==> src/rtl/cal_alarm_pkg.sv <==
`timescale 1ns/1ps
package cal_alarm_pkg;

  // Alarm word as laid out on the input; the field order follows bit order.
  typedef struct packed {
    logic       dayMask;
    logic       weekSel;
    logic [5:0] day;
    logic       hourMask;
    logic       pm;
    logic [5:0] hour;
    logic       minMask;
    logic [6:0] min;
    logic       secMask;
    logic [6:0] sec;
  } alarmWord_t;

  // Strobes from control to datapath.
  typedef struct packed {
    logic compareEn;
    logic trackClr;
  } ctrlStrobe_t;

endpackage

==> src/rtl/cal_alarm_dp.sv <==
`timescale 1ns/1ps
module cal_alarm_dp
  import cal_alarm_pkg::*;
#(
  parameter int SUBSEC_W = 15,
  parameter int CODE_W   = 4
) (
  input  logic                clk,
  input  logic                rstN,
  input  alarmWord_t          alarmWord,
  input  logic [6:0]          calSec,
  input  logic [6:0]          calMin,
  input  logic [5:0]          calHour,
  input  logic                calPm,
  input  logic [5:0]          calDate,
  input  logic [2:0]          calWeekday,
  input  logic                hour12Mode,
  input  logic [SUBSEC_W-1:0] subSec,
  input  logic [SUBSEC_W-1:0] subSecAlarm,
  input  logic [CODE_W-1:0]   subSecCode,
  input  ctrlStrobe_t         strobe,
  output logic                matchNow,
  output logic                matchPrev
);

  logic secHit, minHit, hourHit, dayHit, subHit;
  logic [SUBSEC_W-1:0] bitCare;

  assign secHit  = alarmWord.secMask  || (alarmWord.sec == calSec);
  assign minHit  = alarmWord.minMask  || (alarmWord.min == calMin);
  assign hourHit = alarmWord.hourMask ||
                   ((alarmWord.hour == calHour) && (!hour12Mode || (alarmWord.pm == calPm)));
  assign dayHit  = alarmWord.dayMask  ||
                   (alarmWord.weekSel ? (alarmWord.day[2:0] == calWeekday)
                                      : (alarmWord.day == calDate));

  // Bit i of the sub-second count takes part when the code exceeds i.
  for (genvar i = 0; i < SUBSEC_W; i++) begin : g_care
    localparam logic [CODE_W-1:0] BIT_IDX = CODE_W'(i);
    assign bitCare[i] = (subSecCode > BIT_IDX);
  end

  assign subHit   = (((subSec ^ subSecAlarm) & bitCare) == '0);
  assign matchNow = strobe.compareEn && secHit && minHit && hourHit && dayHit && subHit;

  always_ff @(posedge clk) begin
    if (!rstN)               matchPrev <= 1'b0;
    else if (strobe.trackClr) matchPrev <= 1'b0;
    else                     matchPrev <= matchNow;
  end


  all_masked_chk: assert property (@(posedge clk) disable iff (!rstN)
    (strobe.compareEn && alarmWord.secMask && alarmWord.minMask &&
     alarmWord.hourMask && alarmWord.dayMask && (subSecCode == '0)) |-> matchNow);


  full_width_chk: assert property (@(posedge clk) disable iff (!rstN)
    ((subSecCode == '1) && (subSec != subSecAlarm)) |-> !matchNow);

endmodule

==> src/rtl/cal_alarm_ctrl.sv <==
`timescale 1ns/1ps
module cal_alarm_ctrl
  import cal_alarm_pkg::*;
(
  input  logic        clk,
  input  logic        rstN,
  input  logic        alarmEn,
  input  logic        irqEn,
  input  logic        flagClr,
  input  logic        matchNow,
  input  logic        matchPrev,
  output ctrlStrobe_t strobe,
  output logic        alarmFlag,
  output logic        alarmIrq
);

  logic hitRise;

  assign strobe.compareEn = alarmEn;
  assign strobe.trackClr  = !alarmEn;
  assign hitRise          = matchNow && !matchPrev;

  // A new hit wins over a clear in the same cycle.
  always_ff @(posedge clk) begin
    if (!rstN)        alarmFlag <= 1'b0;
    else if (hitRise) alarmFlag <= 1'b1;
    else if (flagClr) alarmFlag <= 1'b0;
  end

  assign alarmIrq = alarmFlag && irqEn;


  flag_fall_chk: assert property (@(posedge clk) disable iff (!rstN)
    $fell(alarmFlag) |-> $past(flagClr));


  disabled_no_set_chk: assert property (@(posedge clk) disable iff (!rstN)
    $rose(alarmFlag) |-> $past(alarmEn));


  set_beats_clr_chk: assert property (@(posedge clk) disable iff (!rstN)
    (matchNow && !matchPrev && flagClr) |=> alarmFlag);


  rise_cause_chk: assert property (@(posedge clk) disable iff (!rstN)
    $rose(alarmFlag) |-> $past(matchNow));

endmodule

==> src/rtl/cal_alarm_cmp.sv <==
`timescale 1ns/1ps
module cal_alarm_cmp
  import cal_alarm_pkg::*;
#(
  parameter int SUBSEC_W = 15,
  parameter int CODE_W   = 4
) (
  input  logic                clk,
  input  logic                rstN,
  input  logic [6:0]          calSec,
  input  logic [6:0]          calMin,
  input  logic [5:0]          calHour,
  input  logic                calPm,
  input  logic [5:0]          calDate,
  input  logic [2:0]          calWeekday,
  input  logic                hour12Mode,
  input  logic [SUBSEC_W-1:0] subSec,
  input  logic [31:0]         alarmReg,
  input  logic [SUBSEC_W-1:0] subSecAlarm,
  input  logic [CODE_W-1:0]   subSecCode,
  input  logic                alarmEn,
  input  logic                irqEn,
  input  logic                flagClr,
  output logic                alarmFlag,
  output logic                alarmIrq
);

  alarmWord_t  alarmWord;
  ctrlStrobe_t strobe;
  logic        matchNow, matchPrev;

  assign alarmWord = alarmWord_t'(alarmReg);

  cal_alarm_dp #(.SUBSEC_W(SUBSEC_W), .CODE_W(CODE_W)) dp_i (
    .clk(clk), .rstN(rstN), .alarmWord(alarmWord),
    .calSec(calSec), .calMin(calMin), .calHour(calHour), .calPm(calPm),
    .calDate(calDate), .calWeekday(calWeekday), .hour12Mode(hour12Mode),
    .subSec(subSec), .subSecAlarm(subSecAlarm), .subSecCode(subSecCode),
    .strobe(strobe), .matchNow(matchNow), .matchPrev(matchPrev)
  );

  cal_alarm_ctrl ctrl_i (
    .clk(clk), .rstN(rstN), .alarmEn(alarmEn), .irqEn(irqEn), .flagClr(flagClr),
    .matchNow(matchNow), .matchPrev(matchPrev), .strobe(strobe),
    .alarmFlag(alarmFlag), .alarmIrq(alarmIrq)
  );

endmodule

==> config.mk <==
export PLATFORM = sky130hd
export DESIGN_NAME = cal_alarm_cmp
export DESIGN_NICKNAME = d
export VERILOG_FILES = /design/src/rtl/cal_alarm_pkg.sv /design/src/rtl/cal_alarm_dp.sv /design/src/rtl/cal_alarm_ctrl.sv /design/src/rtl/cal_alarm_cmp.sv
export SDC_FILE = /design/constraint.sdc
export NUM_CORES = 1
export LEC_CHECK = 0
export ABC_AREA = 1
export CAP_MARGIN = 0
export CORE_AREA = 2 2 52 54
export CTS_CLUSTER_DIAMETER = 100
export CTS_CLUSTER_SIZE = 20
export DETAILED_ROUTE_END_ITERATION = 16
export DIE_AREA = 0 0 54 56
export DONT_BUFFER_PORTS = 1
export PLACE_DENSITY = 0.58
export SLEW_MARGIN = 10
export SYNTH_ARGS = -nofsm -noshare
export SYNTH_HDL_FRONTEND = slang
export SYNTH_HIERARCHICAL = 1
export SYNTH_SLANG_ARGS = --single-unit
==> constraint.sdc <==
create_clock -name clk -period 1.35 [get_ports clk]
set_clock_uncertainty 0.05 [all_clocks]
set_input_delay 0.2025 -clock clk [delete_from_list [all_inputs] [get_ports clk]]
set_output_delay 0.2025 -clock clk [all_outputs]
set_load 0.03 [all_outputs]
* Word level (Yosys, flattened, before mapping)
Index checks and enable logic that the tools add are counted.
** Cells by class
- $lt $le $gt $ge :: 15
- Equal/unequal tests :: 6
- Mux-type cells :: 3
- Bitwise operators :: 2
- Reductions and logical operators :: 18
** Operator list (number)
- $gt 4x4->1 const B :: 7
- $gt 4x3->1 const B :: 4
- $and 15x15->15 :: 1
- $logic_not 15->1 :: 1
- $xor 15x15->15 :: 1
- $eq 7x7->1 :: 2
- $eq 6x6->1 :: 2
- $gt 4x1->1 const B :: 2
- $gt 4x2->1 const B :: 2
- $logic_and 1x1->1 :: 8
- $logic_or 1x1->1 :: 5
- $eq 3x3->1 :: 1
- $mux 1 :: 3
- $logic_not 1->1 :: 2
- $reduce_and 2->1 :: 1
- $reduce_bool 2->1 :: 1
- $eq 1x1->1 :: 1
** Storage, ports and cells
- Register bits :: 2
- Bits of input ports :: 102
- Output and inout port bits :: 2
- Logic and storage cells :: 46

* Longest topological paths before layout
Gate-level depths: netlist of the first run.
- Word-level depth :: 9
- Gate-level depth with buffers :: 13
- Mapped depth without buffers :: 13

* Modules after synthesis
Netlist of the first run, hierarchy kept.
** Modules (own cells, without submodules)
- cal_alarm_dp :: instances 1, cells each 235, area an instance 1008.5 µm², seq. area each 20.0 µm²
- cal_alarm_ctrl :: instances 1, cells each 11, area an instance 66.3 µm², seq. area each 20.0 µm²

* Worst setup path after synthesis of the first run
No wires, ideal clock.
- Kind :: input-to-reg
- Start point :: in subSecAlarm[0]
- End point :: reg ctrl_i.alarmFlag
- Setup time :: 0.066 ns
- Arrival :: 1.034 ns
- Required time :: 1.234 ns
- Slack :: 0.200 ns
- Stages :: 10
- Path buffers :: 0
- Path through :: or2_1 > nand3_1 > nand2_1 > nor2_1 > nand3_1 > nor2_1 > nand2_1 > inv_1 > nand2_1 > a21oi_2
** On the way
- Longest elaborated chain between the ends :: 6
- Elaborated cells on any way between the ends :: 7
- Classes of those cells :: mux (1); bitwise (2); reduce/logical (4)
** Ends and longest elaborated chain
- start, declared :: line cal_alarm_cmp.sv:19 : input logic [SUBSEC_W-1:0] subSecAlarm,
- $xor 15x15->15 * :: line cal_alarm_dp.sv:43 : assign subHit = (((subSec ^ subSecAlarm) & bitCare) == '0);
- $and 15x15->15 * :: line cal_alarm_dp.sv:43
- $logic_not 15->1 * :: line cal_alarm_dp.sv:43
- $logic_and 1x1->1 * :: line cal_alarm_dp.sv:44 : assign matchNow = strobe.compareEn && secHit && minHit && hourHit && dayHit && subHit;
- named net matchNow :: line cal_alarm_cmp.sv:30 : logic matchNow, matchPrev;
- $logic_and 1x1->1 * :: line cal_alarm_ctrl.sv:21 : assign hitRise = matchNow && !matchPrev;
- $mux 1 or $reduce_bool 2->1 (tied branches)
- end signal, assigned :: line cal_alarm_ctrl.sv:25 : if (!rstN) alarmFlag <= 1'b0;
- end signal, assigned :: line cal_alarm_ctrl.sv:26 : else if (hitRise) alarmFlag <= 1'b1;
- end signal, assigned :: line cal_alarm_ctrl.sv:27 : else if (flagClr) alarmFlag <= 1'b0;
- end, declared :: line cal_alarm_ctrl.sv:13 : output logic alarmFlag,
Mark *: on every way through the listed nets, which the timed path passes. The rest lies on a longest branch.
A chain may end at the register's enable or synchronous reset.

* Final worst setup path of the first run
- Start point :: in subSecCode[0]
- End point :: reg ctrl_i.alarmFlag
** On the way
- Longest elaborated chain between the ends :: 6
- Elaborated cells on any way between the ends :: 21
- Classes of those cells :: order compare (15); mux (1); bitwise (1); reduce/logical (4)
** Ends and longest elaborated chain
- start, declared :: line cal_alarm_cmp.sv:20 : input logic [CODE_W-1:0] subSecCode,
- $gt 4x1->1 (tied with other cells) :: line cal_alarm_dp.sv:40 : assign bitCare[i] = (subSecCode > BIT_IDX);
- $and 15x15->15 * :: line cal_alarm_dp.sv:43
- $logic_not 15->1 * :: line cal_alarm_dp.sv:43
- $logic_and 1x1->1 * :: line cal_alarm_dp.sv:44
- named net matchNow :: line cal_alarm_cmp.sv:30
- $logic_and 1x1->1 * :: line cal_alarm_ctrl.sv:21
- $mux 1 or $reduce_bool 2->1 (tied branches)
Marked as above.

==> results_dict.tcl, run 1 <==
set metrics [dict create \
    outcome "completed" \
    wl_per_cell_um 7.94 \
    cts.clk_slew.worst_paths_ns 0.03 \
    finalCriticalPeriod_ns 1.05 \
    numCtsBuffers 3 \
    worst_ep_arrival_time_ns 1.16 \
    cp_cell_sequence "nor2_1 > o21ai_0 > nand2_1 > inv_1 > nor2_1 > nand3_1 > nor2_1 > nand2_1 > inv_1 > nand2_1 > a21oi_2" \
    setup-violations-final 0 \
    async_reset_ff_frac 0 \
    required_ns 1.45 \
    fin_cells 279 \
    synth_area_leaders "nand2_1 39%, inv_1 21%, nor2_1 12%, xnor2_1 6.5%, xor2_1 5.7%" \
    drive_above_1_share 0.0321 \
    dr_total_vias 1190 \
    hp-class "input port to flip-flop" \
    maxSlewHeadroom 0.828 \
    tightest_slew_ns 0.257 \
    timing.final.crit_share 0.780 \
    postRouteAntennaNets 0 \
    post-route-util 0.467 \
    cts_buffer_depth 2 \
    synth.top_cell.area_share 0.391 \
    hold_violations 0 \
    p_sw_mw 0.147 \
    gp_congestion 0.773 \
    crit_type "input port to flip-flop" \
    cts_resized 0 \
    synth_cell_types 17 \
    via_per_inst 4.27 \
    combinationalPowerShare 0.536 \
    sw_frac_of_total 0.356 \
    track_usage 0.142 \
    synth_ff_type "dfxtp_1" \
    final_nets 353 \
    maxCapViolations 0 \
    grt_pass1_wl_mm 3.47 \
    postCtsSetupBuffers 0 \
    cts_tree "done" \
    synth_edf_count 0 \
    start_kind "input port" \
    cp-end-kind "flip-flop" \
    pin_count 104 \
    fin_setup_tns_ns 0 \
    crit_slowest_cell "nor2_1" \
    initial_core_util 0.442 \
    drt_iter0_markers 8 \
    syn2layout_area_growth_pct 5.59 \
    syn_nets 348 \
    intPower_mw 0.265 \
    synth.most_common_cell "nand2_1" \
    cts_sinks 2 \
    finalPower_mw 0.412 \
    firstDrtPassIters 4 \
    ir_worst_vdd_mv 0.355 \
    path_buf_inv 2 \
    num_antenna_cells 0 \
    hpwl_mm 2.13 \
    globalRouteOverflowTotal 0 \
    pwr-share-clk 0.319 \
    avgSynthCellArea_um2 4.37 \
    synth_area_um2 1070 \
    numPortBuffers 0 \
    synth_cells 246 \
    netlist_top_cells_count "112 x nand2_1, 60 x inv_1, 35 x nor2_1, 8 x nand3_1, 8 x xnor2_1" \
    cts-root-buf "clkbuf_4" \
    dieWidth_um 54 \
    core.rowCount 18 \
    grt_max_degree 6 \
    rsz0062_at_grt "no" \
    critPathTopFamily "simple AND/OR/NAND/NOR gates" \
    clock.fmax_mhz 949 \
    design.die.area_um2 3020 \
    cpPeakStageDelay_ns 0.19 \
    drv_slew 0 \
    wl_mm 2.21 \
    grt_pass1_vias 1027 \
    htreeDepth 1 \
    synth_area_leader_cell "nand2_1" \
    core_um2 2430 \
    cp_max_fo 3 \
    powerDensity_nw_per_um2 363 \
    clock_latency_ns 0.22 \
    ys_ff_latch 2 \
    antenna_found_initial 0 \
    seq_area_frac_synth 0.0373 \
    drc 0 \
    leakage_nw 0.809 \
    seqPwrFrac 0.145 \
    ys_warn_count 6 \
    die_h_um 56 \
    cts_hold_buffers 0 \
    dpl.cell_count 276 \
]
[power groups by stage]
stage,combinational (mW),sequential [mW],clock [mW]
3_5_place_dp,0.224,0.0604,0
3_3_place_gp,0.223,0.0604,0
4_1_cts,0.225,0.0596,0.138
5_1_grt,0.270,0.0596,0.141
6_report,0.221,0.0596,0.131
2_1_floorplan,0.198,0.0604,0
[kinds of logic (layout without fill, tap and decap cells)]
logic type	count (synthesis)	count (layout)	share of synthesized area
buffers and inverters	62	65	0.220
and+or+nand+nor	159	159	0.573
xor gates and xnor gates	15	15	0.122
AOI/OAI and AO/OA	8	8	0.0477
DFF	2	2	0.0373
[stage by stage]
step           hold WS, ns  area (um^2)  setup slack, ns
2_1_floorplan        0.274         1070            0.200
3_3_place_gp         0.278         1110           0.0634
3_5_place_dp         0.278         1110           0.0577
4_1_cts             0.0439         1130            0.291
5_1_grt             0.0462         1130            0.104
6_report            0.0539         1130            0.296
[sequential cells by signal, summed over array words and instances, names as in the netlist]
signal,count
ctrl_i/alarmFlag,1
dp_i/matchPrev,1
[worst reg2reg max path: cells and delay by family (launching register included)]
family                 cells  cell delay [ns]
DFF                        1             0.31
and+or+nand+nor            1             0.08
buffers and inverters      1             0.16
AOI/OAI and AO/OA          1             0.13
[final timing paths]
path                    startpoint               end  slack, ns  depth (start not counted)
hold / removal                rstN  ctrl_i/alarmFlag       0.05                          2
setup reg to reg  ctrl_i/alarmFlag  ctrl_i/alarmFlag       0.55                          3
hold reg to reg     dp_i/matchPrev  ctrl_i/alarmFlag       0.44                          3
setup / recovery     subSecCode[0]  ctrl_i/alarmFlag       0.30                         11
[cell type report]
class,count,area (um^2)
multi-input combinational,182,798
clock buffer,3,22.5
tap,30,37.5
sequential,2,40.0
fill,308,1300
inverter,61,229
timing repair buffer,1,7.51
[per-layer routing]
layer,part of all wire,global-route usage,vias to the layer above
met5,0,0,-
met4,0,0.0429,0
met3,0.12,0.0134,0
met2,0.47,0.260,53
met1,0.41,0.165,437
li1,-,-,700
[cells in the final DEF (no fill, tap or decap), drive strengths merged]
master  instances
dfxtp           2
nor3            1
inv            61
clkbuf          3
o21bai          2
buf             1
o21ai           2
xor2            7
xnor2           8
a21boi          1
nor2           37
or2             1
a21oi           3
nand2         112
nand3           8
Power figures use the tool's default switching activity.
==> run 2, diff against run 1 <==
clock period = 1 ns   (was 1.35 ns; I/O delays follow)
==> results_dict.tcl, run 2 (synthesis gave the netlist of run 1 again) <==
set metrics [dict create \
    cts_sinks 2 \
    fin_setup_tns_ns 0 \
    finalPower_mw 0.580 \
    wl_per_cell_um 8.01 \
    hp-class "input port to flip-flop" \
    drt_iter0_markers 10 \
    fin_cells 282 \
    cts.clk_slew.worst_paths_ns 0.03 \
    grt_max_degree 6 \
    ir_worst_vdd_mv 0.473 \
    hpwl_mm 2.11 \
    clock_latency_ns 0.23 \
    clock.fmax_mhz 1050 \
    final_cell_mix "107 x nand2_1, 55 x inv_1, 32 x nor2_1, 8 x nand3_1" \
    postPlaceCellArea_um2 1130 \
    rsz0062_at_grt "yes" \
    top_regs "ctrl_i/alarmFlag: 1 flops, dp_i/matchPrev: 1 flops" \
    setup-violations-final 0 \
    drv_slew 0 \
    required_ns 0.80 \
    pin_count 104 \
    post-route-util 0.496 \
    outcome "completed" \
    finalCriticalPeriod_ns 0.953 \
    numPortBuffers 0 \
    dr_total_vias 1217 \
    track_usage 0.148 \
    die_h_um 56 \
    gp_congestion 0.687 \
    core_um2 2430 \
    syn2layout_area_growth_pct 12.3 \
    initial_core_util 0.442 \
    leakage_nw 0.822 \
    core.rowCount 18 \
    numCtsBuffers 3 \
    maxCapViolations 0 \
    cp-end-kind "primary output" \
    final_common_cell "nand2_1" \
    final_nets 356 \
    design_area_um2 1210 \
    antenna_found_initial 0 \
    drc 0 \
    cts-root-buf "clkbuf_4" \
    timing.final.crit_share 0.953 \
    grt_pass1_wl_mm 3.47 \
    dieWidth_um 54 \
    n_fill_cell 289 \
    powerDensity_nw_per_um2 481 \
    via_per_inst 4.32 \
    drive_above_1_share 0.0952 \
    tightest_slew_ns 0.175 \
    worst_ep_arrival_time_ns 0.75 \
    globalRouteOverflowTotal 0 \
    cts_buffer_depth 2 \
    postRouteAntennaNets 0 \
    wl_mm 2.26 \
    start_kind "flip-flop" \
    grt_pass1_vias 1060 \
    hold_violations 0 \
    firstDrtPassIters 6 \
    cp_max_fo 3 \
    dpl.cell_count 278 \
    design.die.area_um2 3020 \
    htreeDepth 1 \
    crit_type "flip-flop to primary output" \
    cts_tree "done" \
    maxSlewHeadroom 0.883 \
    num_antenna_cells 0 \
]
run 2: changes by cell type in the layout (fill, tap and decap cells not counted), moves of 2 or more:
cell     delta
nand2_1     -5
inv_1       -5
nand2_2     +5
inv_2       +3
nor2_4      +2
nor2_1      -3
run 2: area by class of cell:
cell class	instances	area (um^2)	area share
clock buffer	3	22.5	0.0187
inverter	61	235	0.195
multi-input combinational	182	836	0.692
sequential	2	40.0	0.0332
tap	30	37.5	0.0311
timing repair buffer	4	36.3	0.0301
run 2: worst paths after layout:
path | startpoint | end | slack, ns | cells after the start
setup / recovery | ctrl_i/alarmFlag | alarmIrq | 0.05 | 2
hold / removal | rstN | dp_i/matchPrev | 0.04 | 2
setup reg to reg | ctrl_i/alarmFlag | ctrl_i/alarmFlag | 0.36 | 2
hold reg to reg | ctrl_i/alarmFlag | ctrl_i/alarmFlag | 0.43 | 2
run 2: power by group:
group	leakage, nW	total [mW]	internal (mW)	switching (mW)
logic	0.793	0.318	0.159	0.159
registers	0.0161	0.0805	0.0804	0.0000169
clock network	0.0138	0.182	0.133	0.0494
run 2: routing by layer:
layer | GRT usage | vias to the layer above | part of all wire
met5 | 0 | - | 0
met4 | 0.0464 | 0 | 0
met3 | 0.0349 | 0 | 0.11
met2 | 0.272 | 56 | 0.50
met1 | 0.158 | 455 | 0.39
li1 | - | 706 | -
run 2: per-stage QoR:
stage | worst slack, ns | hold slack [ns]
after floorplan | -0.0619 | 0.222
after global placement | -0.130 | 0.233
after detailed placement | -0.141 | 0.227
after CTS | 0.0316 | 0.00858
after global routing | -0.0446 | 0.0179
final | 0.0468 | 0.0395
run 2: repair_timing:
item / CTS / global route
endpoints found under the setup margin: 1 / 3
setup buffers: 0 / 0
hold endpoints to repair: 1 / 0
pin swaps: 0 / 3
hold buffers: 1 / 0
gates cloned: 0 / 0
resized for setup: 1 / 17
run 2: worst max-delay path, stage by stage, from the launching register on:
cell	delay [ns]
dfxtp_1	0.33
nand2_1	0.07
inv_2	0.13
==> run 3, diff against run 2 <==
CORE_AREA = 2 2 60 48   (was 2 2 52 54)
DIE_AREA = 0 0 62 50   (was 0 0 54 56)
SYNTH_HIERARCHICAL = default   (was 1)
==> results_dict.tcl, run 3 <==
set metrics [dict create \
    cts_tree "done" \
    core.rowCount 16 \
    regArea_um2 41.3 \
    start_kind "flip-flop" \
    design.die.area_um2 3100 \
    muxShareOfSynthArea 0 \
    rsz0062_at_grt "no" \
    grt_pass1_vias 1081 \
    fin_setup_tns_ns 0 \
    numCtsBuffers 3 \
    required_ns 0.80 \
    n_fill_cell 291 \
    num_antenna_cells 0 \
    cp_cell_sequence "buf_4" \
    cp_max_fo 3 \
    pin_count 104 \
    whs_endpoint "dp_i.matchPrev" \
    cts-root-buf "clkbuf_4" \
    fin_ws_ns 0.0653 \
    powerDensity_nw_per_um2 478 \
    wl_mm 2.44 \
    hp-class "input port to flip-flop" \
    synth_compound_area_frac 0.0358 \
    synth.most_common_cell "nand2_1" \
    firstDrtPassIters 4 \
    cpPeakStageDelay_ns 0.34 \
    final_nets 363 \
    globalRouteOverflowTotal 0 \
    timing.final.crit_share 0.935 \
    rrSetupSlack_ns 0.32 \
    synthXorXnorAreaFrac 0.105 \
    crit-reg2reg-capture "ctrl_i.alarmFlag" \
    synth_ff_type "dfxtp_1" \
    ys_ff_latch 2 \
    synth_cells 252 \
    synth_area_leader_cell "nand2_1" \
    gp_congestion 0.787 \
    top_regs "ctrl_i.alarmFlag: 1 flops, dp_i.matchPrev: 1 flops" \
    setup-violations-final 0 \
    hpwl_mm 2.20 \
    syn2layout_area_growth_pct 11.5 \
    grt_max_degree 6 \
    path_buf_inv 1 \
    clock_latency_ns 0.22 \
    clock.fmax_mhz 1070 \
    multi_input_area_um2 820 \
    synth_area_um2 1080 \
    synth_area_leaders "nand2_1 40%, inv_1 22%, nor2_1 12%, xnor2_1 9.7%, nand3_1 4.6%" \
    crit_type "flip-flop to primary output" \
    postPlaceCellArea_um2 1140 \
    design_area_um2 1210 \
    grt_pass1_wl_mm 3.82 \
    wl_per_cell_um 8.25 \
    drt_iter0_markers 25 \
    drive_above_1_share 0.0541 \
    worst_ep_arrival_time_ns 0.73 \
    synth-simple-area-share 0.601 \
    syn_nets 354 \
    dr_total_vias 1258 \
    synth_cell_types 14 \
    synth_edf_count 0 \
    async_reset_ff_frac 0 \
    initial_core_util 0.433 \
    finalCriticalPeriod_ns 0.935 \
    cts_sinks 2 \
    r2r_start "ctrl_i.alarmFlag" \
    core_um2 2500 \
    antenna_found_initial 0 \
    die_h_um 50 \
    synth.top_cell.area_share 0.405 \
    hold_violations 0 \
    whs_path_depth 2 \
    numPortBuffers 0 \
    outcome "completed" \
    netlist_top_cells_count "117 x nand2_1, 64 x inv_1, 36 x nor2_1, 12 x xnor2_1, 10 x nand3_1" \
    postRouteAntennaNets 0 \
    postCtsSetupBuffers 0 \
    finalPower_mw 0.579 \
    crit_slowest_cell "dfxtp_2" \
    leakage_nw 0.825 \
    avgSynthCellArea_um2 4.30 \
    critPathTopFamily "flip-flops" \
    track_usage 0.156 \
    ys_warn_count 0 \
    final_common_cell "nand2_1" \
    dieWidth_um 62 \
    maxSlewHeadroom 0.885 \
    rr_worst_depth 2 \
    synth_top_family_by_area "simple AND/OR/NAND/NOR gates" \
    cts_buffer_depth 2 \
    hold_start "rstN" \
    via_per_inst 4.26 \
    synth_adder_area_share 0 \
    drv_slew 0 \
    final_cell_mix "115 x nand2_1, 62 x inv_1, 34 x nor2_1, 12 x xnor2_1, 10 x nand3_1" \
    cp-end-kind "primary output" \
    drc 0 \
    cts.clk_slew.worst_paths_ns 0.03 \
    seq_area_frac_synth 0.0369 \
    ir_worst_vdd_mv 0.173 \
    post-place-ws_ns -0.161 \
    htreeDepth 1 \
    tightest_slew_ns 0.173 \
    maxCapViolations 0 \
]
[run 3: final cells by class]
cell class,instances,area share
Timing Repair Buffer,4,0.0290
Clock buffer,3,0.0186
Sequential cell,2,0.0341
Multi-Input combinational cell,186,0.677
Tap cell,36,0.0372
Inverter,64,0.204
[run 3: logic make-up after synthesis]
family | after synthesis
buffers and inverters | 64
flip-flops | 2
AO/OA/AOI/OAI | 6
XOR/XNOR | 13
AND/OR/NAND/NOR | 167
[run 3: how the worst max path moves through the flow]
stage                                   to  cells after the start              from
final                            alarmFlag                      1  ctrl_i.alarmFlag
after global routing      ctrl_i.alarmFlag                      9     subSecCode[1]
after CTS                         alarmIrq                      2  ctrl_i.alarmFlag
after detailed placement  ctrl_i.alarmFlag                      9     subSecCode[3]
after global placement    ctrl_i.alarmFlag                      9     subSecCode[3]
after floorplan           ctrl_i.alarmFlag                      8   subSecAlarm[10]
[run 3: metrics by stage]
step                      std cells  hold WS [ns]   util
after global placement          290         0.229  0.458
final                           295        0.0106  0.484
after floorplan                 252         0.218      -
after CTS                       295       0.00260  0.475
after detailed placement        290         0.230  0.458
after global routing            295        0.0266  0.484
[run 3: where the power goes]
part | total, mW | leakage, nW | internal, mW | switching, mW
registers | 0.0805 | 0.0166 | 0.0804 | 0.0000337
logic | 0.319 | 0.795 | 0.161 | 0.159
clock network | 0.179 | 0.0138 | 0.132 | 0.0463
[run 3: routing by layer]
metal / global-route usage / vias to the layer above / wire length [um]
met4: 0.0638 / 0 / 19
met2: 0.260 / 64 / 1100
li1: - / 727 / -
met1: 0.187 / 465 / 1010
met5: 0 / - / 0
met3: 0.0367 / 2 / 302
[run 3: timing repair]
action,CTS,global route
endpoints found under the setup margin,1,3
pin swaps,0,0
gates cloned,0,0
gates resized for setup,2,7
hold buffers,2,0
endpoints found under the hold margin,2,0
